`src/rtl/thermo_alert_pkg.sv`:
```
package thermo_alert_pkg;

    localparam int TEMP_W = 12;
    localparam int CNT_W  = 3;

    typedef enum logic [1:0] {
        QD_ONE  = 2'b00,
        QD_TWO  = 2'b01,
        QD_FOUR = 2'b10,
        QD_SIX  = 2'b11
    } qdepth_e;

    typedef struct packed {
        logic             tripped;
        logic [CNT_W-1:0] cnt;
        logic             pend;
        logic             cause_low;
        logic             sd_seen;
    } ta_state_t;

endpackage

```
`src/rtl/ta_compare.sv`:
```
module ta_compare #(
    parameter int W = 12
) (
    input  logic [W-1:0] temp,
    input  logic [W-1:0] lim_high,
    input  logic [W-1:0] lim_low,
    output logic         at_or_above_high,
    output logic         below_low
);
    always_comb begin
        at_or_above_high = $signed(temp) >= $signed(lim_high);
        below_low        = $signed(temp) <  $signed(lim_low);
    end
endmodule

```
`src/rtl/ta_depth.sv`:
```
module ta_depth
    import thermo_alert_pkg::*;
#(
    parameter int CW = CNT_W
) (
    input  logic [1:0]    depth_sel,
    output logic [CW-1:0] need
);
    always_comb begin
        unique case (qdepth_e'(depth_sel))
            QD_ONE:  need = CW'(1);
            QD_TWO:  need = CW'(2);
            QD_FOUR: need = CW'(4);
            default: need = CW'(6);
        endcase
    end
endmodule

```
`src/rtl/ta_outputs.sv`:
```
module ta_outputs (
    input  logic tripped,
    input  logic pend,
    input  logic cause_low,
    input  logic interrupt_mode,
    input  logic alert_pol,
    output logic alert_n_pin,
    output logic os_status,
    output logic resp_cause
);
    logic asserted;
    always_comb begin
        asserted    = interrupt_mode ? pend : tripped;
        alert_n_pin = alert_pol ? asserted : ~asserted;
        os_status   = alert_pol ? tripped : ~tripped;
        resp_cause  = cause_low ^ alert_pol;
    end
endmodule

```
`src/rtl/thermo_alert.sv`:
```
module thermo_alert
    import thermo_alert_pkg::*;
#(
    parameter int TW = TEMP_W,
    parameter int CW = CNT_W
) (
    input  logic          clk,
    input  logic          rst_n,
    input  logic          new_result,
    input  logic [TW-1:0] temp,
    input  logic [TW-1:0] lim_high,
    input  logic [TW-1:0] lim_low,
    input  logic [1:0]    depth_sel,
    input  logic          interrupt_mode,
    input  logic          alert_pol,
    input  logic          shutdown,
    input  logic          clr_read,
    input  logic          clr_response,
    input  logic          gc_reset,
    output logic          alert_n_pin,
    output logic          os_status,
    output logic          resp_cause
);
    ta_state_t     s_d, s_q;
    logic          above_high, below_low;
    logic [CW-1:0] need;
    logic [CW-1:0] cnt_inc;
    logic          fault, flip;

    ta_compare #(.W(TW)) u_cmp (
        .temp(temp), .lim_high(lim_high), .lim_low(lim_low),
        .at_or_above_high(above_high), .below_low(below_low)
    );

    ta_depth #(.CW(CW)) u_depth (
        .depth_sel(depth_sel), .need(need)
    );

    ta_outputs u_out (
        .tripped(s_q.tripped), .pend(s_q.pend), .cause_low(s_q.cause_low),
        .interrupt_mode(interrupt_mode), .alert_pol(alert_pol),
        .alert_n_pin(alert_n_pin), .os_status(os_status), .resp_cause(resp_cause)
    );

    // Next-state computation: fault filter, hysteresis and pending alert
    always_comb begin
        s_d     = s_q;
        flip    = 1'b0;
        fault   = s_q.tripped ? below_low : above_high;
        cnt_inc = s_q.cnt + 1'b1;
        if (gc_reset) begin
            s_d         = '0;
            s_d.sd_seen = shutdown;
        end else begin
            if (new_result) begin
                if (fault) begin
                    if (cnt_inc >= need) begin
                        flip  = 1'b1;
                        s_d.cnt = '0;
                    end else begin
                        s_d.cnt = cnt_inc;
                    end
                end else begin
                    s_d.cnt = '0;
                end
            end
            if (flip) begin
                s_d.tripped   = ~s_q.tripped;
                s_d.cause_low = s_q.tripped;
                s_d.pend      = 1'b1;
            end else if (clr_read || clr_response || (shutdown && !s_q.sd_seen)) begin
                s_d.pend = 1'b0;
            end
            s_d.sd_seen = shutdown;
        end
    end

    always_ff @(posedge clk or negedge rst_n) begin
        if (!rst_n) s_q <= '0;
        else        s_q <= s_d;
    end
endmodule

```
`config.mk`:
```
export PLATFORM = sky130hd
export DESIGN_NAME = thermo_alert
export DESIGN_NICKNAME = d
export VERILOG_FILES = /design/src/rtl/thermo_alert_pkg.sv /design/src/rtl/ta_compare.sv /design/src/rtl/ta_depth.sv /design/src/rtl/ta_outputs.sv /design/src/rtl/thermo_alert.sv
export SDC_FILE = /design/constraint.sdc
export NUM_CORES = 1
export LEC_CHECK = 0
export BUFFER_PORTS_ARGS = -buffer_cell sky130_fd_sc_hd__buf_2
export CAP_MARGIN = 20
export CORE_UTILIZATION = 50
export CTS_BUF_LIST = sky130_fd_sc_hd__clkbuf_16
export DETAILED_ROUTE_END_ITERATION = 16
export MAX_ROUTING_LAYER = met4
export PLACE_DENSITY = 0.85
export SETUP_SLACK_MARGIN = 0.4
export SYNTH_ARGS = -nofsm -noshare
export SYNTH_HDL_FRONTEND = slang
export SYNTH_SLANG_ARGS = --single-unit
```
`constraint.sdc`:
```
create_clock -name clk -period 3.3 [get_ports clk]
set_input_delay 0.825 -clock clk [delete_from_list [all_inputs] [get_ports clk]]
set_output_delay 0.825 -clock clk [all_outputs]
set_load 0.02 [all_outputs]
```
# Yosys cells after proc, flatten, opt, wreduce, memory -nomap -nowiden
# Cells that the tools add are included.
word_totals:
  ff_bits: 7
  input_bits: 47
classes:
  addsub: 1
  magnitude_cmp: 3
  muxes: 17
  reduce_logical: 8
  bitwise_logic: 3
  eq_ne: 2
op_table:
  columns: ["op", "count"]
  rows:
  - ["$ge A12 B12 Y1", 1]
  - ["$lt A12 B12 Y1", 1]
  - ["$mux W1", 12]
  - ["$mux W3", 3]
  - ["$pmux W3 S3", 1]
  - ["$mux W7", 1]
  - ["$reduce_bool A2 Y1", 2]
  - ["$add A3 B1 Y3 const B", 1]
  - ["$ge A3 B3 Y1", 1]
  - ["$reduce_bool A3 Y1", 1]
  - ["$eq A2 B1 Y1 const B", 1]
  - ["$eq A2 B2 Y1 const B", 1]
  - ["$logic_not A2 Y1", 1]
  - ["$logic_or A1 B1 Y1", 2]
  - ["$not A1 Y1", 2]
  - ["$logic_and A1 B1 Y1", 1]
  - ["$logic_not A1 Y1", 1]
  - ["$xor A1 B1 Y1", 1]

# Depth between registers and ports, before layout
logic_depth:
  word_depth: 9
  mapped_depth: 9
  depth_no_buf: 9

# Hierarchy
# Synthesis repeated with hierarchy kept, for this count alone.
unflattened:
  cells_unflattened: 130
  area_unflattened_um2: 1087.3
modules_own_cells:
  columns: ["module", "area_each_um2", "instances", "cells_each"]
  rows:
  - ["ta_compare", 594.3, 1, 81]
  - ["thermo_alert", 445.4, 1, 42]
  - ["ta_outputs", 36.3, 1, 4]
  - ["ta_depth", 11.3, 1, 3]

# Least setup slack after synthesis
# OpenSTA, ideal clock, no wires.
synth_path:
  path_kind: "input port to flip-flop"
  startpoint: "in lim_high[9]"
  endpoint: "reg s_q[5] in the netlist's numbering"
  arrival_ns: 2.338
  slack_ns: 0.834
  stages: 8
  required_time_ns: 3.172
  path_cell_list: "inv_1 > ha_1 > a21oi_1 > nor2b_1 > or4b_1 > or3_1 > nand3b_2 > o41ai_1"
synth_via:
  elab_chain_cells: 5
synth_lines:
  columns: ["item", "line", "text"]
  rows:
  - ["from (decl)", "thermo_alert.sv:11", "input logic [TW-1:0] lim_high,"]
  - ["$ge A12 B12 Y1", "ta_compare.sv:11", "at_or_above_high = $signed(temp) >= $signed(lim_high);"]
  - ["$mux W1", "thermo_alert.sv:49", "fault = s_q.tripped ? below_low : above_high;"]
  - ["$mux W3", "thermo_alert.sv:56", "if (fault) begin"]
  - ["$mux W3", "thermo_alert.sv:55", "if (new_result) begin"]
  - ["$mux W7", "thermo_alert.sv:51", "if (gc_reset) begin"]
  - ["to (signal assigned)", "thermo_alert.sv:79", "if (!rst_n) s_q <= '0;"]
  - ["to (signal assigned)", "thermo_alert.sv:80", "else s_q <= s_d;"]
  - ["to (decl)", "thermo_alert.sv:24", "ta_state_t s_d, s_q;"]
# Every way passes these cells. The select of a mux whose other input is x is not followed.
# A chain may end at the register's enable or synchronous reset.

# Worst setup path after layout
layout_path:
  startpoint: "in temp[9]"
  endpoint: "reg s_q[6] in the netlist's numbering"
layout_via:
  elab_chain_cells: 6
  elab_cells_between_ends: 7
layout_lines:
  columns: ["item", "line", "text"]
  rows:
  - ["from (decl)", "thermo_alert.sv:10", "input logic [TW-1:0] temp,"]
  - ["$ge A12 B12 Y1 / $lt A12 B12 Y1 (equally long branches)", "ta_compare.sv:11, ta_compare.sv:12", null]
  - ["$mux W1 *", "thermo_alert.sv:49", null]
  - ["$mux W1 *", "thermo_alert.sv:56", null]
  - ["$mux W1 *", "thermo_alert.sv:55", null]
  - ["$mux W1 *", "thermo_alert.sv:51", null]
  - ["$reduce_bool A2 Y1 (no line) *", null, null]
# Every way passes the cells marked *; elsewhere a longest branch is shown, timed or not. The select of a mux whose other input is x is not followed.

==> impl_metrics.yaml <==
clock_tree:
  cts_buffer_depth: 2
  clk_latency_ps: 230
  post_cts_buffers: 0
  clockRootBuffer: "clkbuf_16"
  cts_tree: "built"
  clock-sinks: 7
  clk_pin_slew_ps: 40
  hold_buffers: 0
  numCtsBuffers: 3
  cts_max_level: 1
  ctsResizeCount: 0
finish:
  largest_register_ffs: 7
  layout_commonest_cell: "buf_2"
  fin_nets: 260
  area_delta_synth_final_pct: 33.7
  final_cell_mix: "49 x buf_2, 31 x inv_1, 27 x ha_1"
  top_register: "s_q"
  drive_gt1_share_pct: 30.8
  top_regs: "s_q (7)"
  n_antenna_cell: 0
  final_cells: 212
critical_path:
  cp.required_ps: 3400
  cp.arrival_ps: 2570
  worstSetupPathType: "in2reg"
  r2r_setup_slack_ps: 1180
  critPathCaptureType: "register"
  cp_max_fo: 5
  start_kind: "input pin"
worst_hold_path:
  worstHoldPathType: "in2async"
sta:
  grt_setup_unrepaired: "false"
  min_period_ps: 2470
  setup_viol: 0
  fmax_mhz: 405
  finalCritPeriodShare_pct: 74.9
  worstMarginPinSlew_ps: 322
  final_max_slew_viol_count: 0
  hold_viol_final: 0
  slew-limit-headroom_pct: 78.4
  fin_setup_tns_ps: 0
  fin_skew_ps: 1.85
run_status:
  status: "completed"
power:
  power.total_mw: 0.444
  p_per_area_nw_per_um2: 313
  p_leak_nw: 0.841
  ir_drop_uv: 346
global_routing:
  overflow: 0
  grt_pass1_wl_mm: 3.42
  antenna_found_initial: 0
  grt_start_max_net_pins: 8
  grt_pass1_vias: 901
  grt_use_total_pct: 21.7
logic_synthesis:
  netlist_instances: 132
  syn-cell-area_sq_um: 1060
  yosysSeqAreaShare_pct: 16.5
  synthDistinctLibCells: 32
  synth_fp_nets: 206
  syn-mean-instance-area_sq_um: 8.04
  yosys_warnings: 0
  synth_seq_cells: 7
route:
  wirelength_mm: 2.24
  drt-wirelength-per-cell_microns: 10.6
  num_vias: 1095
  ant_nets: 0
  routed_via_density: 5.17
  drt_pass1_iterations: 4
  drc_errors: 0
  drtIter0Drc: 15
floorplanning:
  io-pin-count: 50
  dieArea_sq_um: 2310
  core_area_sq_um: 1980
  die_height_microns: 48.1
  rows: 16
  start_util_pct: 53.5
  die-width_microns: 48.1
place:
  dp_hpwl_mm: 2.01
  io_buffers: 49
  globalplace.congestion: 0.775
  dp_cells: 208
run:
  max-cap-violations: 0
[cell type report]
cell class / instances / area (sq um)
Multi-Input combinational cell: 95 / 773
Fill cell: 147 / 563
Timing Repair Buffer: 49 / 245
Sequential cell: 7 / 175
Inverter: 30 / 113
Clock buffer: 3 / 75.1
Tap cell: 27 / 33.8
Clock inverter: 1 / 3.75
[metal layers]
layer,routed length (microns),part of all wire [%],global-route usage (%)
met5,0,0,-
met2,1210,54,38.6
met4,0,0,6.67
met3,63,2.8,3.40
met1,967,43,24.5
[through the flow]
step | setup slack (ps) | instance area [sq um] | util (%) | hold slack (ps)
after floorplan | 834 | 1060 | - | 444
after global placement | 646 | 1340 | 67.6 | 463
after detailed placement | 603 | 1340 | 67.6 | 457
after CTS | 834 | 1420 | 71.6 | 422
after global routing | 732 | 1420 | 71.6 | 434
final | 828 | 1420 | 71.6 | 418
[cell usage after synthesis]
cell type | count | area [sq um]
nor2b_1 | 4 | 25.0
a211oi_2 | 1 | 12.5
o21a_1 | 1 | 7.51
mux2i_1 | 1 | 10.0
nand4_2 | 1 | 12.5
o211ai_1 | 1 | 7.51
xor2_1 | 2 | 17.5
o21ai_0 | 5 | 25.0
a21oi_1 | 5 | 25.0
or3_4 | 1 | 11.3
or3_1 | 1 | 6.26
nor2_1 | 9 | 33.8
o41ai_1 | 3 | 26.3
o32ai_1 | 1 | 8.76
dfrtp_1 | 7 | 175
nand3b_2 | 1 | 11.3
ha_1 | 27 | 338
nand2_1 | 9 | 33.8
o221a_1 | 1 | 11.3
a31oi_1 | 1 | 6.26
nor3_1 | 3 | 15.0
nand2b_1 | 3 | 18.8
inv_1 | 30 | 113
xnor2_1 | 2 | 17.5
a211o_1 | 1 | 8.76
nand4_1 | 3 | 18.8
nor4b_1 | 1 | 8.76
or4b_1 | 1 | 10.0
o31ai_1 | 2 | 15.0
a211oi_1 | 2 | 15.0
a21o_1 | 1 | 7.51
o21ai_2 | 1 | 8.76
[cell families after synthesis]
| kind of cell | Yosys count | share of synthesized area, % |
|---|---|---|
| adders and majority gates | 27 | 31.8 |
| muxes | 1 | 0.943 |
| and+or+nand+nor | 37 | 19.3 |
| DFF | 7 | 16.5 |
| buffers and inverters | 30 | 10.6 |
| xor gates and xnor gates | 4 | 3.30 |
| AOI/OAI and AO/OA | 26 | 17.5 |
[worst max-delay path: stages]
cell and delay, ps:
buf_2 110, ha_1 310, a21oi_1 160, nor2b_1 60, or4b_1 500, or3_1 350, nand3b_2 160, o32ai_1 100
[final timing paths]
| kind | startpoint | cells after the start | end |
|---|---|---|---|
| hold / removal | rst_n | 1 | s_q[3] |
| setup reg to reg | s_q[3] | 9 | s_q[1] |
| min in group clk | s_q[0] | 2 | s_q[2] |
| setup / recovery | temp[9] | 8 | s_q[6] |
| hold reg to reg | s_q[0] | 2 | s_q[2] |
| max in group asynchronous | rst_n | 1 | s_q[6] |
[power breakdown]
group / switching (mW) / internal [mW] / total, mW / leakage, nW
Sequential: 0.00441 / 0.0911 / 0.0955 / 0.0943
Clock: 0.0442 / 0.157 / 0.202 / 0.0423
Combinational: 0.0760 / 0.0709 / 0.147 / 0.704
No activity file was read; power rests on OpenSTA's default activity.
